===== config.mk =====
export PLATFORM = sky130hd
export DESIGN_NAME = exc_entry_ctrl
export DESIGN_NICKNAME = d
export VERILOG_FILES = /design/src/rtl/exc_entry_pkg.sv /design/src/rtl/exc_int_arbiter.sv /design/src/rtl/exc_entry_calc.sv /design/src/rtl/exc_entry_ctrl.sv
export SDC_FILE = /design/constraint.sdc
export NUM_CORES = 1
export LEC_CHECK = 0
export BUFFER_PORTS_ARGS = -buffer_cell sky130_fd_sc_hd__buf_2
export CAP_MARGIN = 25
export CORE_MARGIN = 5
export CORE_UTILIZATION = 51
export CTS_CLUSTER_SIZE = 25
export DETAILED_ROUTE_END_ITERATION = 7
export PLACE_DENSITY = 0.81
export SETUP_SLACK_MARGIN = 0.5
export SLEW_MARGIN = 0
export SYNTH_ARGS = -nofsm -noshare
export SYNTH_HDL_FRONTEND = slang
export SYNTH_HIERARCHICAL = 1
export SYNTH_SLANG_ARGS = --single-unit

===== constraint.sdc =====
create_clock -name clk -period 2.92 [get_ports clk]
set_input_delay 0.438 -clock clk [delete_from_list [all_inputs] [get_ports clk]]
set_output_delay 0.438 -clock clk [all_outputs]
set_load 0.02 [all_outputs]

===== src/rtl/exc_entry_pkg.sv =====
package exc_entry_pkg;
  // status word bit positions
  localparam int SR_SM  = 0;
  localparam int SR_TEE = 1;
  localparam int SR_IEE = 2;
  localparam int SR_DME = 5;
  localparam int SR_IME = 6;
  localparam int SR_DSX = 13;
  localparam int SR_EPH = 14;
  // power word bit positions
  localparam int PM_DOZE  = 4;
  localparam int PM_SLEEP = 5;

  typedef enum logic [3:0] {
    EC_NONE    = 4'd0,
    EC_RESET   = 4'd1,
    EC_BUSERR  = 4'd2,
    EC_DPAGE   = 4'd3,
    EC_IPAGE   = 4'd4,
    EC_TICK    = 4'd5,
    EC_ALIGN   = 4'd6,
    EC_ILLEGAL = 4'd7,
    EC_EXTINT  = 4'd8,
    EC_DTLB    = 4'd9,
    EC_ITLB    = 4'd10,
    EC_RANGE   = 4'd11,
    EC_SYSCALL = 4'd12,
    EC_FPU     = 4'd13,
    EC_TRAP    = 4'd14
  } exc_code_e;

  localparam int EC_LAST = 14;
endpackage


===== src/rtl/exc_int_arbiter.sv =====
module exc_int_arbiter
  import exc_entry_pkg::*;
#(
  parameter int CODE_W = 4
) (
  input  logic              exc_valid_i,
  input  logic [CODE_W-1:0] exc_code_i,
  input  logic              ext_irq_i,
  input  logic              tick_irq_i,
  input  logic              iee_i,
  input  logic              tee_i,
  output logic              take_o,
  output logic              legal_o,
  output logic [CODE_W-1:0] code_o
);
  logic ext_ok, tick_ok;
  assign ext_ok  = ext_irq_i && iee_i;
  assign tick_ok = tick_irq_i && tee_i;

  // pipeline exception first, then tick, then external interrupt
  always_comb begin
    code_o = '0;
    take_o = 1'b1;
    if (exc_valid_i)  code_o = exc_code_i;
    else if (tick_ok) code_o = CODE_W'(EC_TICK);
    else if (ext_ok)  code_o = CODE_W'(EC_EXTINT);
    else              take_o = 1'b0;
  end

  assign legal_o = (code_o != '0) && (int'(code_o) <= EC_LAST);
endmodule


===== src/rtl/exc_entry_calc.sv =====
module exc_entry_calc
  import exc_entry_pkg::*;
#(
  parameter int ADDR_W = 32,
  parameter int SR_W   = 16,
  parameter int PMR_W  = 8,
  parameter int CODE_W = 4
) (
  input  logic [ADDR_W-1:0] pc_i,
  input  logic [SR_W-1:0]   sr_i,
  input  logic [PMR_W-1:0]  pmr_i,
  input  logic              dslot_i,
  input  logic              vbar_en_i,
  input  logic [ADDR_W-1:0] vbar_i,
  input  logic [CODE_W-1:0] code_i,
  output logic [ADDR_W-1:0] ret_pc_o,
  output logic [SR_W-1:0]   new_sr_o,
  output logic [PMR_W-1:0]  new_pmr_o,
  output logic [ADDR_W-1:0] vector_o
);
  localparam int VEC_SH = 8;
  localparam logic [ADDR_W-1:0] HI_PREFIX = {4'hF, {(ADDR_W-4){1'b0}}};

  function automatic logic [ADDR_W-1:0] f_ret_pc(input logic [ADDR_W-1:0] pc,
                                                 input logic ds,
                                                 input logic [CODE_W-1:0] c);
    if (ds) return pc - ADDR_W'(4);
    if (c == CODE_W'(EC_SYSCALL) || c == CODE_W'(EC_FPU)) return pc + ADDR_W'(4);
    return pc;
  endfunction

  function automatic logic [SR_W-1:0] f_entry_sr(input logic [SR_W-1:0] s,
                                                 input logic ds);
    logic [SR_W-1:0] r;
    r = s;
    r[SR_DME] = 1'b0;
    r[SR_IME] = 1'b0;
    r[SR_IEE] = 1'b0;
    r[SR_TEE] = 1'b0;
    r[SR_SM]  = 1'b1;
    r[SR_DSX] = ds;
    return r;
  endfunction

  function automatic logic [PMR_W-1:0] f_entry_pmr(input logic [PMR_W-1:0] p);
    logic [PMR_W-1:0] r;
    r = p;
    r[PM_DOZE]  = 1'b0;
    r[PM_SLEEP] = 1'b0;
    return r;
  endfunction

  function automatic logic [ADDR_W-1:0] f_vector(input logic [CODE_W-1:0] c,
                                                 input logic use_base,
                                                 input logic [ADDR_W-1:0] base,
                                                 input logic hi);
    logic [ADDR_W-1:0] v;
    v = ADDR_W'(c) << VEC_SH;
    if (use_base) v = v | base;
    if (hi) v = v | HI_PREFIX;
    return v;
  endfunction

  assign ret_pc_o  = f_ret_pc(pc_i, dslot_i, code_i);
  assign new_sr_o  = f_entry_sr(sr_i, dslot_i);
  assign new_pmr_o = f_entry_pmr(pmr_i);
  assign vector_o  = f_vector(code_i, vbar_en_i, vbar_i, sr_i[SR_EPH]);
endmodule


===== src/rtl/exc_entry_ctrl.sv =====
module exc_entry_ctrl
  import exc_entry_pkg::*;
#(
  parameter int ADDR_W = 32,
  parameter int SR_W   = 16,
  parameter int PMR_W  = 8,
  parameter int CODE_W = 4
) (
  input  logic              clk,
  input  logic              rst_n,
  input  logic [ADDR_W-1:0] pc_i,
  input  logic [SR_W-1:0]   sr_i,
  input  logic [PMR_W-1:0]  pmr_i,
  input  logic              dslot_i,
  input  logic              vbar_en_i,
  input  logic [ADDR_W-1:0] vbar_i,
  input  logic              exc_valid_i,
  input  logic [CODE_W-1:0] exc_code_i,
  input  logic              ext_irq_i,
  input  logic              tick_irq_i,
  output logic [ADDR_W-1:0] epc_o,
  output logic [SR_W-1:0]   esr_o,
  output logic [ADDR_W-1:0] eear_o,
  output logic [SR_W-1:0]   sr_o,
  output logic [PMR_W-1:0]  pmr_o,
  output logic [ADDR_W-1:0] fetch_pc_o,
  output logic              redirect_o,
  output logic              resv_clr_o,
  output logic              dslot_clr_o,
  output logic              unhandled_o
);
  localparam logic [SR_W-1:0] SR_RESET = SR_W'(1) << SR_SM;

  // named internal events
  logic              take_w, legal_w, enter_w, reject_w;
  logic [CODE_W-1:0] code_w;
  logic [ADDR_W-1:0] ret_pc_w, vector_w;
  logic [SR_W-1:0]   new_sr_w;
  logic [PMR_W-1:0]  new_pmr_w;

  exc_int_arbiter #(.CODE_W(CODE_W)) u_arb (
    .exc_valid_i (exc_valid_i),
    .exc_code_i  (exc_code_i),
    .ext_irq_i   (ext_irq_i),
    .tick_irq_i  (tick_irq_i),
    .iee_i       (sr_i[SR_IEE]),
    .tee_i       (sr_i[SR_TEE]),
    .take_o      (take_w),
    .legal_o     (legal_w),
    .code_o      (code_w)
  );

  exc_entry_calc #(.ADDR_W(ADDR_W), .SR_W(SR_W), .PMR_W(PMR_W), .CODE_W(CODE_W)) u_calc (
    .pc_i      (pc_i),
    .sr_i      (sr_i),
    .pmr_i     (pmr_i),
    .dslot_i   (dslot_i),
    .vbar_en_i (vbar_en_i),
    .vbar_i    (vbar_i),
    .code_i    (code_w),
    .ret_pc_o  (ret_pc_w),
    .new_sr_o  (new_sr_w),
    .new_pmr_o (new_pmr_w),
    .vector_o  (vector_w)
  );

  assign enter_w  = take_w && legal_w;
  assign reject_w = take_w && !legal_w;

  always_ff @(posedge clk) begin
    if (!rst_n) begin
      epc_o       <= '0;
      esr_o       <= '0;
      eear_o      <= '0;
      sr_o        <= SR_RESET;
      pmr_o       <= '0;
      fetch_pc_o  <= '0;
      redirect_o  <= 1'b0;
      resv_clr_o  <= 1'b0;
      dslot_clr_o <= 1'b0;
      unhandled_o <= 1'b0;
    end else begin
      redirect_o  <= enter_w;
      resv_clr_o  <= enter_w;
      dslot_clr_o <= enter_w && dslot_i;
      unhandled_o <= reject_w;
      if (enter_w) begin
        epc_o      <= ret_pc_w;
        esr_o      <= sr_i;
        sr_o       <= new_sr_w;
        pmr_o      <= new_pmr_w;
        fetch_pc_o <= vector_w;
        if (code_w == CODE_W'(EC_ILLEGAL)) eear_o <= pc_i;
      end
    end
  end

  // assertions
  assert_idle_hold_R11: assert property (@(posedge clk) disable iff (!rst_n)
    !take_w |=> ($stable(epc_o) && $stable(sr_o) && $stable(fetch_pc_o) && !redirect_o));
  assert_entry_mask_R3: assert property (@(posedge clk) disable iff (!rst_n)
    redirect_o |-> (sr_o[SR_SM] && !sr_o[SR_IEE] && !sr_o[SR_TEE] && !sr_o[SR_DME] && !sr_o[SR_IME]));
  assert_resv_pulse_R4: assert property (@(posedge clk) disable iff (!rst_n)
    redirect_o |-> resv_clr_o);
  assert_dsx_flag_R6: assert property (@(posedge clk) disable iff (!rst_n)
    dslot_clr_o |-> sr_o[SR_DSX]);
  assert_tick_wins_R8: assert property (@(posedge clk) disable iff (!rst_n)
    (!exc_valid_i && tick_irq_i && ext_irq_i && sr_i[SR_TEE] && sr_i[SR_IEE]) |-> code_w == CODE_W'(EC_TICK));
  assert_sync_first_R9: assert property (@(posedge clk) disable iff (!rst_n)
    exc_valid_i |-> (take_w && code_w == exc_code_i));
  assert_no_both_R10: assert property (@(posedge clk) disable iff (!rst_n)
    !(redirect_o && unhandled_o));
  assert_reject_hold_R10: assert property (@(posedge clk) disable iff (!rst_n)
    reject_w |=> ($stable(epc_o) && $stable(eear_o) && unhandled_o));
endmodule


==> results.md <==
Die:
- From left edge to right edge, the die measures about 130 um.
- The die covers ~17000 sq um.
- Pin placement for this block handled 239 I/O pins.
- The vertical die dimension is between 100 and 150 um.
- The floorplan has 43 rows.
- The core area is roughly 14000 sq um.
- The initial core utilization is 0.518.

Power:
- The static leakage is around 3.9 nW.
- Total power for the finished layout comes to 5.08 mW.
- The power density relative to cell area is just under 600 nW/um^2.
- The worst voltage drop across the vdd grid is 0.390 mV.

Cells and area:
- The repair_antennas step left the layout with diodes totalling 0.
- Leaving out fill and tap cells, the most frequent cell in the layout is sky130_fd_sc_hd__nand2_1.
- At the end of the flow the core is filled with cells to 0.635.
- The post-layout instance area is 8780 sq um.
- The library cells used most frequently in the layout, excluding fill and tap cells, are sky130_fd_sc_hd__nand2_1, sky130_fd_sc_hd__buf_2, sky130_fd_sc_hd__dfxtp_1.
- In the final layout, the share of cells above drive strength 1 is 0.343.
- The area growth from synthesis to layout is 22.6%.
- The net count of the finished layout is 1140.

Logic synthesis:
- Counting every instance in the synthesized netlist gives 851.
- The number of synthesis warnings is 6.
- Among all flip-flop cells after synthesis, the most frequent one is sky130_fd_sc_hd__dfxtp_1.
- The share of async-settable or async-resettable flops after synthesis is 0.
- The sequential-to-total area share from yosys stat is 0.389.
- Synthesis inferred 139 register bits.
- The number of different library cells used by synthesis comes to 61.
- In this run the cell area of the synthesized design comes to 7160 sq um.
- The number of enable flip-flop cells after synthesis is 0.
- The post-synthesis average cell area is 8.42 sq um.

Critical path:
- Walking the worst path, the cells encountered are buf_2, nand2_1, nand3_1, o21ai_1, nor4bb_1, buf_4, nand4_1, o32ai_1, buf_4, nand2_1, xnor2_1, nand2_1, a21boi_0.
- STA puts the critical path data required time at 3260 ps.
- The peak per-stage delay on the critical path is 300 ps.
- The startpoint class of the critical path is a primary input.
- Broken down by cell family, the worst path's largest delay share belongs to simple AND/OR/NAND/NOR gates.
- Together, buffers and inverters on the worst path number 3.
- Of all nets on the critical path, the largest fanout is 7.
- The arrival time at the worst endpoint is 2490 ps.
- The cell with the biggest individual delay on the critical path is sky130_fd_sc_hd__nor4bb_1.
- The worst setup path is of the in -> reg kind.
- The kind of capture point of the worst setup path is a flip-flop.
- The cell repeated most along the worst path is sky130_fd_sc_hd__nand2_1.

Detailed routing:
- The detailed router's first-iteration violation count is 428.
- The residual antenna-violating net count after detailed routing is 0.
- The total number of vias is 6460.
- After detailed routing, the average wire length per cell comes to 15.3 um.
- The number of remaining DRC errors is 0.
- In the routed layout, each cell is associated on average with a via count of around 5.2.
- Summed over all layers, the routed wires come to 18.9 mm.
- The first TritonRoute pass finished after 5 iterations.

STA:
- The final number of hold-violating endpoints is 0.
- Static timing analysis puts the maximum clock frequency at 0.464 GHz.
- Dividing the final minimum period by the clock period gives 0.739.
- The setup TNS is 0 ps.
- The minimum hold slack is 263 ps.
- The clock period could shrink to 2160 ps.
- The count of final max-slew check failures came to 0.
- The post-route clock skew is 0 ps.
- Setup violations remaining at the end of the flow were counted as 0.
- Setup repair after global routing left no endpoint under its margin.
- Headroom to the max-slew limit came out at 0.514.
- At the pin with the least slew margin, the transition time is 730 ps.

Clocking:
- Clock tree synthesis selected as its root buffer the cell sky130_fd_sc_hd__clkbuf_16.
- The CTS H-tree depth is 4.
- The clock tree buffer depth is 2.
- Clock-pin slew was measured on the worst setup and hold paths at 60 ps.
- Clock tree synthesis inserted a total of 17 buffers.
- The TritonCTS sink count is ~140.
- At the later pin of the worst-skew pair, clock insertion delay measures 410 ps.
- The CTS tree is yes.

Global route:
- The global-route usage over all layers is 0.220.
- The overflow left after global routing is 0.
- Entering global routing, the biggest net connects around 100 pins.
- The number of global-route vias before repair came to 6025.
- The number of antenna violations at the first check in global routing is 0.
- The first global-routing pass estimated 29.4 mm of wire.

Flow run:
- The number of maximum-capacitance violations is 0.

Placement:
- The weighted congestion at the end of routability-driven global placement is 0.928.
- The wire-length estimate of the detail-placed layout is 13.2 mm.
- The number of port buffers is 236.
- After detailed placement, the total cell area comes to ~8200 sq um.

Min path:
- The worst min-delay path class is in -> reg.

Status:
- The run finished with clean final reports.
cell usage after synthesis, types with 14 or more instances:
master                       n  share of area
sky130_fd_sc_hd__a21boi_0   44          0.046
sky130_fd_sc_hd__xnor2_1    15          0.018
sky130_fd_sc_hd__dfxtp_1   139           0.39
sky130_fd_sc_hd__nand2_1   295           0.15
sky130_fd_sc_hd__buf_2      17          0.012
sky130_fd_sc_hd__xor2_1     14          0.017
sky130_fd_sc_hd__mux2i_1    33          0.046
sky130_fd_sc_hd__clkbuf_1   18         0.0094
sky130_fd_sc_hd__and2_1     27          0.024
sky130_fd_sc_hd__buf_4      35          0.037
sky130_fd_sc_hd__a21boi_2   59          0.093
cell type report:
cell class | count | area [sq um]
clock inverters | 14 | 169
repair buffers | 252 | 1350
fillers | 1160 | 5040
flip-flops and latches | 139 | 2780
clock buffers | 18 | 439
multi-input cells | 625 | 3800
well taps | 180 | 225
inverters | 4 | 15.0
stage by stage:
stage / setup WS (ps) / std cells
floorplan: 497 / 856
global placement: 377 / 1200
detailed placement: 328 / 1200
CTS: 729 / 1232
global route: 552 / 1232
finish: 763 / 1232
worst reg2reg max path: cells and delay by family, from the launching register on:
kind | cells | cell delay (ps)
compound gates | 1 | 190
simple gates | 1 | 50
flops | 1 | 340
final timing paths:
check / startpoint / end / slack, ps / depth (start not counted)
worst max register to register: fetch_pc_o[21]$_SDFFE_PN0P_ / fetch_pc_o[21]$_SDFFE_PN0P_ / 2250 / 2
worst max-delay path: sr_i[1] / epc_o[25]$_SDFFE_PN0P_ / 760 / 13
worst min register to register: eear_o[7]$_SDFFE_PN0P_ / eear_o[7]$_SDFFE_PN0P_ / 450 / 2
worst min-delay path: sr_i[13] / esr_o[13]$_SDFFE_PN0P_ / 260 / 3
cells by family after synthesis:
kind of cell / count (synthesis) / synth area share
simple gates: 409 / 0.260
compound gates: 144 / 0.179
flops: 139 / 0.389
buf+inv: 92 / 0.0847
mux: 34 / 0.0477
xor+xnor: 29 / 0.0355
fa+ha+maj: 2 / 0.00349
other cells: 2 / 0.00105
state kept, by name, indices dropped and copies added (netlist names):
name and flops:
pmr_o 8, eear_o 32, unhandled_o 1, fetch_pc_o 32, sr_o 16, esr_o 16
epc_o 32, resv_clr_o 1, dslot_clr_o 1
report_power, final:
part           internal (mW)  total, mW  switching (mW)
clock                   1.37       2.20           0.835
combinational          0.296      0.825           0.530
sequential              2.00       2.05          0.0501
per-layer routing:
layer,vias to the layer above,track usage,wire (um)
li1,3179,-,-
met1,2986,0.261,7750
met2,267,0.388,9170
met3,28,0.0535,1630
met4,0,0.0772,347
met5,-,0,0
repair_timing:
action | 4_1_cts | 5_1_grt
hold buffers | 0 | 0
resized for setup | 0 | 1
setup endpoints to repair | 0 | 4
buffers inserted | 0 | 0
No activity file was read; power rests on OpenSTA's default activity.
